## config.mk

```make
export PLATFORM = sky130hd
export DESIGN_NAME = irq_sequencer
export DESIGN_NICKNAME = d
export VERILOG_FILES = /design/src/rtl/irqs_pkg.sv /design/src/rtl/irqs_pending.sv /design/src/rtl/irqs_csr.sv /design/src/rtl/irqs_fsm.sv /design/src/rtl/irq_sequencer.sv
export SDC_FILE = /design/constraint.sdc
export NUM_CORES = 1
export LEC_CHECK = 0
export ABC_CLOCK_PERIOD_IN_PS = 2200
export CAP_MARGIN = 20
export CORE_MARGIN = 4
export CORE_UTILIZATION = 40
export DETAILED_ROUTE_END_ITERATION = 10
export PLACE_DENSITY = 0.69
export SLEW_MARGIN = 5
export SYNTH_ARGS = -nofsm -noshare
export SYNTH_HDL_FRONTEND = slang
export SYNTH_SLANG_ARGS = --single-unit
```

## constraint.sdc

```tcl
create_clock -name clk -period 2.2 [get_ports clk]
set_clock_uncertainty 0.05 [all_clocks]
set_input_delay 0.22 -clock clk [delete_from_list [all_inputs] [get_ports clk]]
set_output_delay 0.22 -clock clk [all_outputs]
set_load 0.1 [all_outputs]
```

## src/rtl/irqs_pkg.sv

```systemverilog
package irqs_pkg;

    // Register select encoding on the software port
    typedef enum logic [1:0] {
        SEL_PEND = 2'd0,
        SEL_MASK = 2'd1,
        SEL_ENAB = 2'd2,
        SEL_BASE = 2'd3
    } csr_sel_e;

    // Sequencer states
    typedef enum logic [1:0] {
        ST_QUIET  = 2'd0,
        ST_ARMED  = 2'd1,
        ST_VECTOR = 2'd2
    } seq_state_e;

endpackage

```

## src/rtl/irqs_pending.sv

```systemverilog
module irqs_pending #(
    parameter int NUM_LINES = 32
) (
    input  logic                 clk,
    input  logic                 rst_n,
    input  logic [NUM_LINES-1:0] lines,
    input  logic [NUM_LINES-1:0] clr_mask,
    output logic [NUM_LINES-1:0] pend
);

    // One sticky bit per line; a high line overrides a same-edge clear
    for (genvar i = 0; i < NUM_LINES; i++) begin : g_bit
        always_ff @(posedge clk) begin
            if (!rst_n) begin
                pend[i] <= 1'b0;
            end else if (lines[i]) begin
                pend[i] <= 1'b1;
            end else if (clr_mask[i]) begin
                pend[i] <= 1'b0;
            end
        end
    end

endmodule

```

## src/rtl/irqs_csr.sv

```systemverilog
module irqs_csr
    import irqs_pkg::*;
#(
    parameter int XLEN      = 32,
    parameter int NUM_LINES = 32,
    parameter int BASE_LSB  = 8
) (
    input  logic                 clk,
    input  logic                 rst_n,
    input  logic                 wr_en,
    input  logic [1:0]           sel,
    input  logic [XLEN-1:0]      wdata,
    input  logic                 take_fire,
    input  logic [NUM_LINES-1:0] pend,
    output logic [NUM_LINES-1:0] mask,
    output logic [1:0]           ie,
    output logic [XLEN-1:0]      base,
    output logic [XLEN-1:0]      rdata
);

    localparam int BASE_W = XLEN - BASE_LSB;

    logic [BASE_W-1:0] base_hi;
    csr_sel_e          sel_e;

    assign sel_e = csr_sel_e'(sel);
    assign base  = {base_hi, {BASE_LSB{1'b0}}};

    always_ff @(posedge clk) begin
        if (!rst_n) begin
            mask    <= '0;
            ie      <= 2'b00;
            base_hi <= '0;
        end else begin
            if (wr_en && sel_e == SEL_MASK) mask    <= wdata[NUM_LINES-1:0];
            if (wr_en && sel_e == SEL_BASE) base_hi <= wdata[XLEN-1:BASE_LSB];
            // Taking an interrupt has priority over a software enable write
            if (take_fire) begin
                ie <= {ie[0], 1'b0};
            end else if (wr_en && sel_e == SEL_ENAB) begin
                ie <= wdata[1:0];
            end
        end
    end

    always_comb begin
        rdata = '0;
        unique case (sel_e)
            SEL_PEND: rdata = XLEN'(pend);
            SEL_MASK: rdata = XLEN'(mask);
            SEL_ENAB: rdata = XLEN'(ie);
            SEL_BASE: rdata = base;
            default:  rdata = '0;
        endcase
    end

endmodule

```

## src/rtl/irqs_fsm.sv

```systemverilog
module irqs_fsm
    import irqs_pkg::*;
#(
    parameter int XLEN      = 32,
    parameter int EXC_ID    = 6,
    parameter int VEC_SHIFT = 5
) (
    input  logic            clk,
    input  logic            rst_n,
    input  logic            boundary,
    input  logic            serviceable,
    input  logic [XLEN-1:0] cur_pc,
    input  logic [XLEN-1:0] base,
    output logic            take_fire,
    output logic            take,
    output logic [XLEN-1:0] ret_pc,
    output logic [XLEN-1:0] vector
);

    localparam logic [XLEN-1:0] VEC_OFF = XLEN'(EXC_ID) << VEC_SHIFT;

    seq_state_e state, nxt;

    // State register
    always_ff @(posedge clk) begin
        if (!rst_n) state <= ST_QUIET;
        else        state <= nxt;
    end

    // Next state and fire decision
    always_comb begin
        nxt       = state;
        take_fire = 1'b0;
        unique case (state)
            ST_QUIET, ST_ARMED: begin
                if (boundary && serviceable) begin
                    nxt       = ST_VECTOR;
                    take_fire = 1'b1;
                end else begin
                    nxt = serviceable ? ST_ARMED : ST_QUIET;
                end
            end
            ST_VECTOR: nxt = serviceable ? ST_ARMED : ST_QUIET;
            default:   nxt = ST_QUIET;
        endcase
    end

    // Outputs: captured payload and pulse from state
    always_ff @(posedge clk) begin
        if (!rst_n) begin
            ret_pc <= '0;
            vector <= '0;
        end else if (take_fire) begin
            ret_pc <= cur_pc;
            vector <= base + VEC_OFF;
        end
    end

    assign take = (state == ST_VECTOR);

endmodule

```

## src/rtl/irq_sequencer.sv

```systemverilog
module irq_sequencer
    import irqs_pkg::*;
#(
    parameter int XLEN      = 32,
    parameter int NUM_LINES = 32,
    parameter int EXC_ID    = 6,
    parameter int VEC_SHIFT = 5,
    parameter int BASE_LSB  = 8,
    parameter int RET_REG   = 30
) (
    input  logic            clk,
    input  logic            rst_n,
    input  logic [31:0]     irq_lines,
    input  logic            csr_we,
    input  logic [1:0]      csr_sel,
    input  logic [31:0]     csr_wdata,
    output logic [31:0]     csr_rdata,
    input  logic            boundary,
    input  logic [31:0]     cur_pc,
    output logic            take,
    output logic [31:0]     ret_pc,
    output logic [4:0]      ret_reg,
    output logic [31:0]     vector
);

    logic [NUM_LINES-1:0] pend_q;
    logic [NUM_LINES-1:0] mask_q;
    logic [NUM_LINES-1:0] clr_eff;
    logic [1:0]           ie_q;
    logic [XLEN-1:0]      base_q;
    logic                 serviceable;
    logic                 take_fire;

    assign clr_eff = (csr_we && csr_sel_e'(csr_sel) == SEL_PEND)
                     ? csr_wdata[NUM_LINES-1:0] : '0;
    assign serviceable = ie_q[0] && (|(mask_q & pend_q));
    assign ret_reg     = 5'(RET_REG);

    irqs_pending #(.NUM_LINES(NUM_LINES)) u_pend (
        .clk      (clk),
        .rst_n    (rst_n),
        .lines    (irq_lines[NUM_LINES-1:0]),
        .clr_mask (clr_eff),
        .pend     (pend_q)
    );

    irqs_csr #(.XLEN(XLEN), .NUM_LINES(NUM_LINES), .BASE_LSB(BASE_LSB)) u_csr (
        .clk       (clk),
        .rst_n     (rst_n),
        .wr_en     (csr_we),
        .sel       (csr_sel),
        .wdata     (csr_wdata),
        .take_fire (take_fire),
        .pend      (pend_q),
        .mask      (mask_q),
        .ie        (ie_q),
        .base      (base_q),
        .rdata     (csr_rdata)
    );

    irqs_fsm #(.XLEN(XLEN), .EXC_ID(EXC_ID), .VEC_SHIFT(VEC_SHIFT)) u_fsm (
        .clk         (clk),
        .rst_n       (rst_n),
        .boundary    (boundary),
        .serviceable (serviceable),
        .cur_pc      (cur_pc),
        .base        (base_q),
        .take_fire   (take_fire),
        .take        (take),
        .ret_pc      (ret_pc),
        .vector      (vector)
    );

endmodule

```

**Word-level counts from Yosys, hierarchy flattened**

Cells that the tools add are included.

- Register bits: 156
- Input bits: 102
- Output and inout bits: 102
- Logic and storage cells: 164

- Add/subtract/negate cells: 1
- Equality and inequality tests: 5
- Muxes and demuxes: 73
- Bitwise logic cells: 2
- Reduce and logical (&&, ||, !) cells: 44

Operator list:

| cell | number |
|---|---|
| 32-bit one-hot mux with 4 select lines | 1 |
| 1-bit two-way mux | 67 |
| 2-bit nonzero test | 33 |
| 32-bit by 8-bit adder with 32-bit output, second input constant | 1 |
| 32-bit bitwise AND | 1 |
| 32-bit two-way mux | 1 |
| 32-bit OR reduction | 1 |
| 2-bit equality test, second input constant | 3 |
| 1-bit logical AND | 6 |
| 2-bit two-way mux | 3 |
| 2-bit by 1-bit equality test with 1-bit output, second input constant | 2 |
| 2-bit logical NOT | 2 |
| 2-bit one-hot mux with 2 select lines | 1 |
| 2-bit OR reduction | 2 |
| 1-bit inverter | 1 |

**Logic depth before layout (Yosys ltp)**

Gate-level depths: netlist (run 1).

- Depth after elaboration: 7
- Gate-level depth with buffers: 8
- Mapped depth without buffers: 5

**Modules after synthesis**

Synthesis (run 1) repeated with hierarchy kept, for this count alone.

- Cell total of the unflattened synthesis: 846
- Area, all modules: 7,304.5 µm²

By module, submodules not included:

| module | times used | cells an instance | area an instance (µm²) | sequential area each (µm²) |
|---|---|---|---|---|
| irqs_csr | 1 | 342 | 3,044.2 | 1,161.1 |
| irqs_fsm | 1 | 341 | 2,715.1 | 1,321.3 |
| irqs_pending | 1 | 99 | 1,114.8 | 640.6 |
| irq_sequencer | 1 | 64 | 430.4 | 0.0 |

**Worst setup path after synthesis (run 1)**

No wires, ideal clock.

- Path kind: input port to output port
- From: input csr_sel[1]
- To: output csr_rdata[0]
- Data arrival time: 2,954 ps
- Data required time: 1,930 ps
- Slack: -1,024 ps
- Stages on the path: 4
- Path buffers: 2
- Cells stage by stage: buf_2 -> buf_1 -> mux2i_1 -> o21ai_0

- Cells in the longest elaborated chain, start to end: 2
- Elaborated cells between the ends (all ways): 5
- Classes of those cells: eq/ne: 3; mux: 1; reduce/logical: 1

Ends and longest elaborated chain:

| element | line | RTL |
|---|---|---|
| start, declared | irq_sequencer.sv:15 | `input logic [1:0] csr_sel,` |
| 2-bit equality test, or another cell as far along | irqs_csr.sv:48 | `unique case (sel_e)` |
| 32-bit one-hot mux with 4 select lines (*) | irqs_csr.sv:48 |  |
| end, declared | irq_sequencer.sv:17 | `output logic [31:0] csr_rdata,` |

Every way passes the cells marked *; elsewhere a longest branch is shown, timed or not.

**Worst setup path in the final report (run 1)**

- From: input csr_sel[1]
- To: output csr_rdata[29]

Same word-level chain as after synthesis.

==> flow_summary.json, run 1 <==
{
  "finalInstanceArea_mm2": 0.00950,
  "routedWlPerCell_um": 16.4,
  "crit_arrival_ns": 1.55,
  "clk_latency_ns": 0.42,
  "ys_top_cells_by_count": "nand2_1, dfxtp_1, mux2i_1",
  "fin_crit_sh_pct": 82.6,
  "internal-power_mw": 5.22,
  "critical_path.top_delay_family": "buffers and inverters",
  "switching_share_pct": 26.1,
  "die_w_um": 137,
  "reg2regPathDepth": 6,
  "hold_path_end": "u_fsm.vector[7]",
  "min_from": "rst_n",
  "core_mm2": 0.0161,
  "syn_avg_cell_area_um2": 8.71,
  "p_per_area_mw_per_mm2": 744,
  "fin_tns_setup_ns": 0,
  "antenna_left": 0,
  "yosysMostFrequentCell": "nand2_1",
  "path_class": "input pin to output port",
  "timing.final.crit_period_ns": 1.82,
  "worstHoldPathCells": 2,
  "status": "completed",
  "yosys_warnings": 0,
  "cts.path.max_buffers": 2,
  "seq_area_mm2": 0.00298,
  "cp.buffers_inverters": 3,
  "post_cts_resized": 0,
  "num_vias": 5788,
  "async_flop_share_pct": 0,
  "synth-seq-cells": 149,
  "p_sw_mw": 1.84,
  "drt_wl_total_um": 19100,
  "clock_sinks": 149,
  "r2r_start": "u_csr.mask[19]",
  "place_hpwl_um": 13400,
  "postLayoutCoreUtil_pct": 59.1,
  "maxSlewViolCount": 0,
  "num_io_pins": 204,
  "hold_viol_final": 0,
  "cts.clk_slew.worst_paths_ns": 0.06,
  "die-area_mm2": 0.0187,
  "clock_power_share_pct": 43.7,
  "multiInputGateArea_mm2": 0.00329,
  "setup_viol": 0,
  "grt-ovfl-total": 0,
  "slew_headroom_pct": 65.9,
  "cpPeakStageDelay_ns": 0.33,
  "cts_tree": "done",
  "synth.yosys.seq_area_share_pct": 45.1,
  "hp-class": "input pin to flip-flop",
  "drive_gt1_share_pct": 16.5,
  "peakVddDrop_mv": 0.531,
  "routed_via_density": 4.99,
  "path_cells": "buf_2 > buf_4 > mux2_1 > a22o_1 > buf_12",
  "grtUsageTotal_pct": 20.4,
  "combPwrFrac_pct": 15.9,
  "clockRootBuffer": "clkbuf_16",
  "start_kind": "input pin",
  "grt_pass1_wl_um": 29600,
  "antenna_found_initial": 0,
  "ys.flop_type": "dfxtp_1",
  "holdBufCountCts": 0,
  "fmax_ghz": 0.550,
  "synth.area.top_cells": "dfxtp_1, nand2_1, mux2i_1",
  "cts_max_level": 4,
  "grt_pass1_vias": 5598,
  "synth_cells": 759,
  "drc": 0,
  "yosysTopAreaCell": "dfxtp_1",
  "p_seq_share_pct": 40.4,
  "cts_buffers": 17,
  "netlist_area_mm2": 0.00661,
  "cellLeakagePower_nw": 3.67,
  "critPathSlowestCell": "mux2_1",
  "max_cap_violations": 0,
  "rsz0062_at_grt": "no",
  "cp_data_required_time_ns": 1.93,
  "rrSetupSlack_ns": 0.40,
  "port_buffers": 192,
  "die_height_um": 137,
  "synth_top_area_share_pct": 45.1,
  "path_max_fanout": 12,
  "tightestPinTransition_ns": 0.511,
  "first_pass_iters": 4,
  "syn2layout_area_growth_pct": 43.6,
  "diodes": 0,
  "end_kind": "output port",
  "ys_types": 30,
  "synth_edf_count": 0,
  "placed_area_mm2": 0.00887,
  "nFillCells": 1430,
  "post_cts_buffers": 0,
  "initial_utilization_pct": 41.2,
  "reg2reg_to": "u_fsm.ret_pc[11]",
  "place_congestion": 0.792,
  "grt_max_degree": 56,
  "drtIter0Drc": 282,
  "fin_nets": 1034,
  "std_cell_rows": 46
}
[cell type report]
class | instances | share of cell area, %
clock inverter | 8 | 1.54
multi-input combinational | 551 | 34.6
sequential | 149 | 31.4
clock buffer | 24 | 5.07
timing repair buffer | 213 | 24.5
tap | 216 | 2.85
[state kept, by name, summed over array words and instances, names as in the netlist]
register / flops
u_csr.ie: 2
u_csr.mask: 32
u_fsm.state: 2
u_pend.pend: 32
u_fsm.ret_pc: 32
u_csr.base_hi: 24
u_fsm.vector: 25
[per-layer routing]
layer	global-route usage, %	part of all wire, %
met4	6.83	1.0
met5	0	0
met1	26.6	44
met3	5.70	8.3
met2	32.4	47
[cells by family after synthesis]
logic type	after synthesis	synth area share, %
simple gates	316	19.8
flops	149	45.1
compound gates	134	14.6
mux	90	14.1
buf+inv	68	6.21
other cells	2	0.114
[power groups by stage]
stage | sequential [mW] | clock [mW] | combinational (mW)
4_1_cts | 2.85 | 3.15 | 1.13
2_1_floorplan | 2.94 | 0 | 0.642
5_1_grt | 2.86 | 3.28 | 1.18
3_5_place_dp | 2.91 | 0 | 1.13
6_report | 2.85 | 3.09 | 1.13
3_3_place_gp | 2.91 | 0 | 1.12
[cells in the final DEF (no fill, tap or decap), drive strengths merged, types with 3 or more instances in the layout]
cell type,count
and3,4
mux2i,65
nor2,8
nand2,261
mux2,25
buf,115
nor2b,35
and2,3
clkinv,3
a21oi,32
a21boi,56
a22oi,12
bufinv,4
dfxtp,149
a22o,26
clkbuf,24
clkdlybuf4s50,98
conb,11
[worst max-delay path by stage]
stage	start	endpoint	slack, ns	depth (start not counted)
3_5_place_dp	boundary	u_fsm.ret_pc[11]	0.29	6
4_1_cts	csr_sel[1]	csr_rdata[29]	0.37	5
2_1_floorplan	csr_sel[1]	csr_rdata[2]	-0.01	3
6_report	csr_sel[1]	csr_rdata[29]	0.38	5
5_1_grt	csr_sel[1]	csr_rdata[26]	0.32	5
3_3_place_gp	boundary	u_fsm.ret_pc[19]	0.34	6
[through the flow]
stage / hold slack [ns] / worst slack (ns) / std cells / power (mW)
3_5_place_dp: 0.398 / 0.294 / 1129 / 4.04
3_3_place_gp: 0.392 / 0.341 / 1129 / 4.03
5_1_grt: 0.252 / 0.323 / 1161 / 7.32
4_1_cts: 0.227 / 0.367 / 1161 / 7.13
6_report: 0.249 / 0.382 / 1161 / 7.07
2_1_floorplan: 0.305 / -0.0148 / 768 / 3.58
(Power assumes the default switching activity.)
==> run 2, diff against run 1 <==
--- a/config.mk
+++ b/config.mk
@@ -5,12 +5,12 @@
 export SDC_FILE = /design/constraint.sdc
 export NUM_CORES = 1
 export LEC_CHECK = 0
-export ABC_CLOCK_PERIOD_IN_PS = 2200
+export ABC_CLOCK_PERIOD_IN_PS = 1500
 export CAP_MARGIN = 20
 export CORE_MARGIN = 4
 export CORE_UTILIZATION = 40
 export DETAILED_ROUTE_END_ITERATION = 10
-export PLACE_DENSITY = 0.69
+export PLACE_DENSITY = 0.72
 export SLEW_MARGIN = 5
 export SYNTH_ARGS = -nofsm -noshare
 export SYNTH_HDL_FRONTEND = slang
==> constraint.sdc (replaced) <==
create_clock -name clk -period 1.5 [get_ports clk]
set_clock_uncertainty 0.05 [all_clocks]
set_input_delay 0.15 -clock clk [delete_from_list [all_inputs] [get_ports clk]]
set_output_delay 0.15 -clock clk [all_outputs]
set_load 0.1 [all_outputs]
==> flow_summary.json, run 2 (same netlist as run 1, synthesis figures left out) <==
{
  "status": "finished, violations left",
  "violations": "setup timing",
  "drt_wl_total_um": 22000,
  "pre_cts_ws_ns": -0.350,
  "grt_pass1_vias": 6387,
  "fin_crit_sh_pct": 118,
  "nFillCells": 1069,
  "start_kind": "flip-flop",
  "finalInstanceArea_mm2": 0.0116,
  "setup_viol": 84,
  "cts.path.max_buffers": 2,
  "die-area_mm2": 0.0187,
  "place_hpwl_um": 14700,
  "drtIter0Drc": 274,
  "peakVddDrop_mv": 0.795,
  "fmax_ghz": 0.565,
  "die_height_um": 137,
  "initial_utilization_pct": 41.2,
  "num_io_pins": 204,
  "hold_viol_final": 0,
  "crit_arrival_ns": 2.03,
  "routedWlPerCell_um": 17.7,
  "die_w_um": 137,
  "fin_nets": 1119,
  "maxSlewViolCount": 0,
  "syn2layout_area_growth_pct": 75.4,
  "timing.final.crit_period_ns": 1.77,
  "drive_gt1_share_pct": 33.5,
  "port_buffers": 192,
  "place_congestion": 0.776,
  "p_per_area_mw_per_mm2": 917,
  "clockRootBuffer": "clkbuf_16",
  "setup_ws_ns": -0.271,
  "grt-ovfl-total": 0,
  "p_total_mw": 10.6,
  "cts_buffers": 17,
  "placed_area_mm2": 0.0103,
  "grt_max_degree": 60,
  "first_pass_iters": 5,
  "std_cell_rows": 46,
  "holdBufCountCts": 0,
  "antenna_left": 0,
  "path_max_fanout": 11,
  "clock_sinks": 149,
  "clk_latency_ns": 0.42,
  "grtUsageTotal_pct": 22.8,
  "num_vias": 6243,
  "hp-class": "input pin to flip-flop",
  "core_mm2": 0.0161,
  "cp_data_required_time_ns": 1.76,
  "drc": 0,
  "final_common_cell": "nand2_1",
  "cellLeakagePower_nw": 4.52,
  "max_cap_violations": 0,
  "cts_max_level": 4,
  "routed_via_density": 5.01,
  "end_kind": "flip-flop",
  "path_class": "flip-flop to flip-flop",
  "cts.clk_slew.worst_paths_ns": 0.06,
  "antenna_found_initial": 1,
  "top_regs": "u_csr.mask: 32 flops, u_fsm.ret_pc: 32 flops, u_pend.pend: 32 flops",
  "final_cell_mix": "nand2_1, dfxtp_1, buf_12, clkdlybuf4s50_1, buf_4",
  "rsz0062_at_grt": "yes",
  "cts_tree": "done",
  "grt_pass1_wl_um": 33000
}
## run 2: changes by cell type in the layout (fill, tap and decap cells not counted), moves of 8 or more
cell,delta
dfxtp_2,+41
dfxtp_1,-41
mux2_1,-22
a22o_1,-24
mux2i_4,+8
a22o_4,+24
mux2i_1,-8
mux2_4,+24
buf_12,+67
buf_6,+23
## run 2: path summary, 6_finish.rpt
path	start	to	slack [ns]	depth (start not counted)
max	u_csr.mask[19]	u_fsm.vector[7]	-0.27	7
max reg2reg	u_csr.mask[19]	u_fsm.vector[7]	-0.27	7
min	rst_n	u_csr.mask[25]	0.07	2
min reg2reg	u_csr.mask[9]	u_csr.mask[9]	0.41	2
## run 2: worst max-delay path, stage by stage, from the launching register on
cell and delay, ns:
dfxtp_2 0.32, a22o_1 0.24, a221oi_2 0.23, and3_4 0.25
a31oi_4 0.09, buf_12 0.16, buf_12 0.15, o21a_1 0.16
## run 2: layout make-up
class	count	area [um^2]	share of cell area [%]
antenna	1	2.50	0.0216
clock buffer	20	447	3.85
clock inverter	10	156	1.35
multi-input combinational	551	3760	32.4
sequential	149	3030	26.2
tap	216	270	2.33
timing repair buffer	298	3930	33.9
## run 2: through the flow
| stage | hold slack [ns] | util (%) | setup TNS (ns) | instances |
|---|---|---|---|---|
| finish | 0.0746 | 72.2 | -18.43 | 1245 |
| global route | 0.0797 | 72.2 | -22.03 | 1244 |
| CTS | 0.0486 | 71.1 | -16.69 | 1233 |
| detailed placement | 0.407 | 64.1 | -22.59 | 1196 |
| global placement | 0.404 | 64.1 | -20.53 | 1196 |
| floorplan | 0.235 | - | -2.27 | 768 |
## run 2: timing repair
item / in CTS / in global routing
cloned: 0 / 3
pin swaps: 24 / 28
setup endpoints to repair: 93 / 91
setup buffers: 7 / 8
gates resized for setup: 114 / 17
## run 2: report_power, final
| group | switching, mW | leakage, nW | total [mW] | internal, mW |
|---|---|---|---|---|
| Combinational | 1.13 | 2.99 | 2.07 | 0.942 |
| Sequential | 0.0938 | 1.23 | 4.19 | 4.09 |
| Clock | 1.58 | 0.295 | 4.38 | 2.80 |
## run 2: routing by layer
metal | share of wire (%) | GRT usage, % | up-vias | wire, um
met2 | 49 | 39.1 | 228 | 10800
met5 | 0.059 | 0 | - | 13
met3 | 7.8 | 6.25 | 28 | 1720
met1 | 41 | 27.5 | 2950 | 9130
met4 | 1.4 | 7.84 | 2 | 313
li1 | - | - | 3035 | -
==> run 3, diff against run 2 <==
--- a/config.mk
+++ b/config.mk
@@ -5,6 +5,7 @@
 export SDC_FILE = /design/constraint.sdc
 export NUM_CORES = 1
 export LEC_CHECK = 0
+export ABC_AREA = 0
 export ABC_CLOCK_PERIOD_IN_PS = 1500
 export CAP_MARGIN = 20
 export CORE_MARGIN = 4
==> results of run 3 <==
The final DEF is identical to that of run 2; final timing and power are the same.
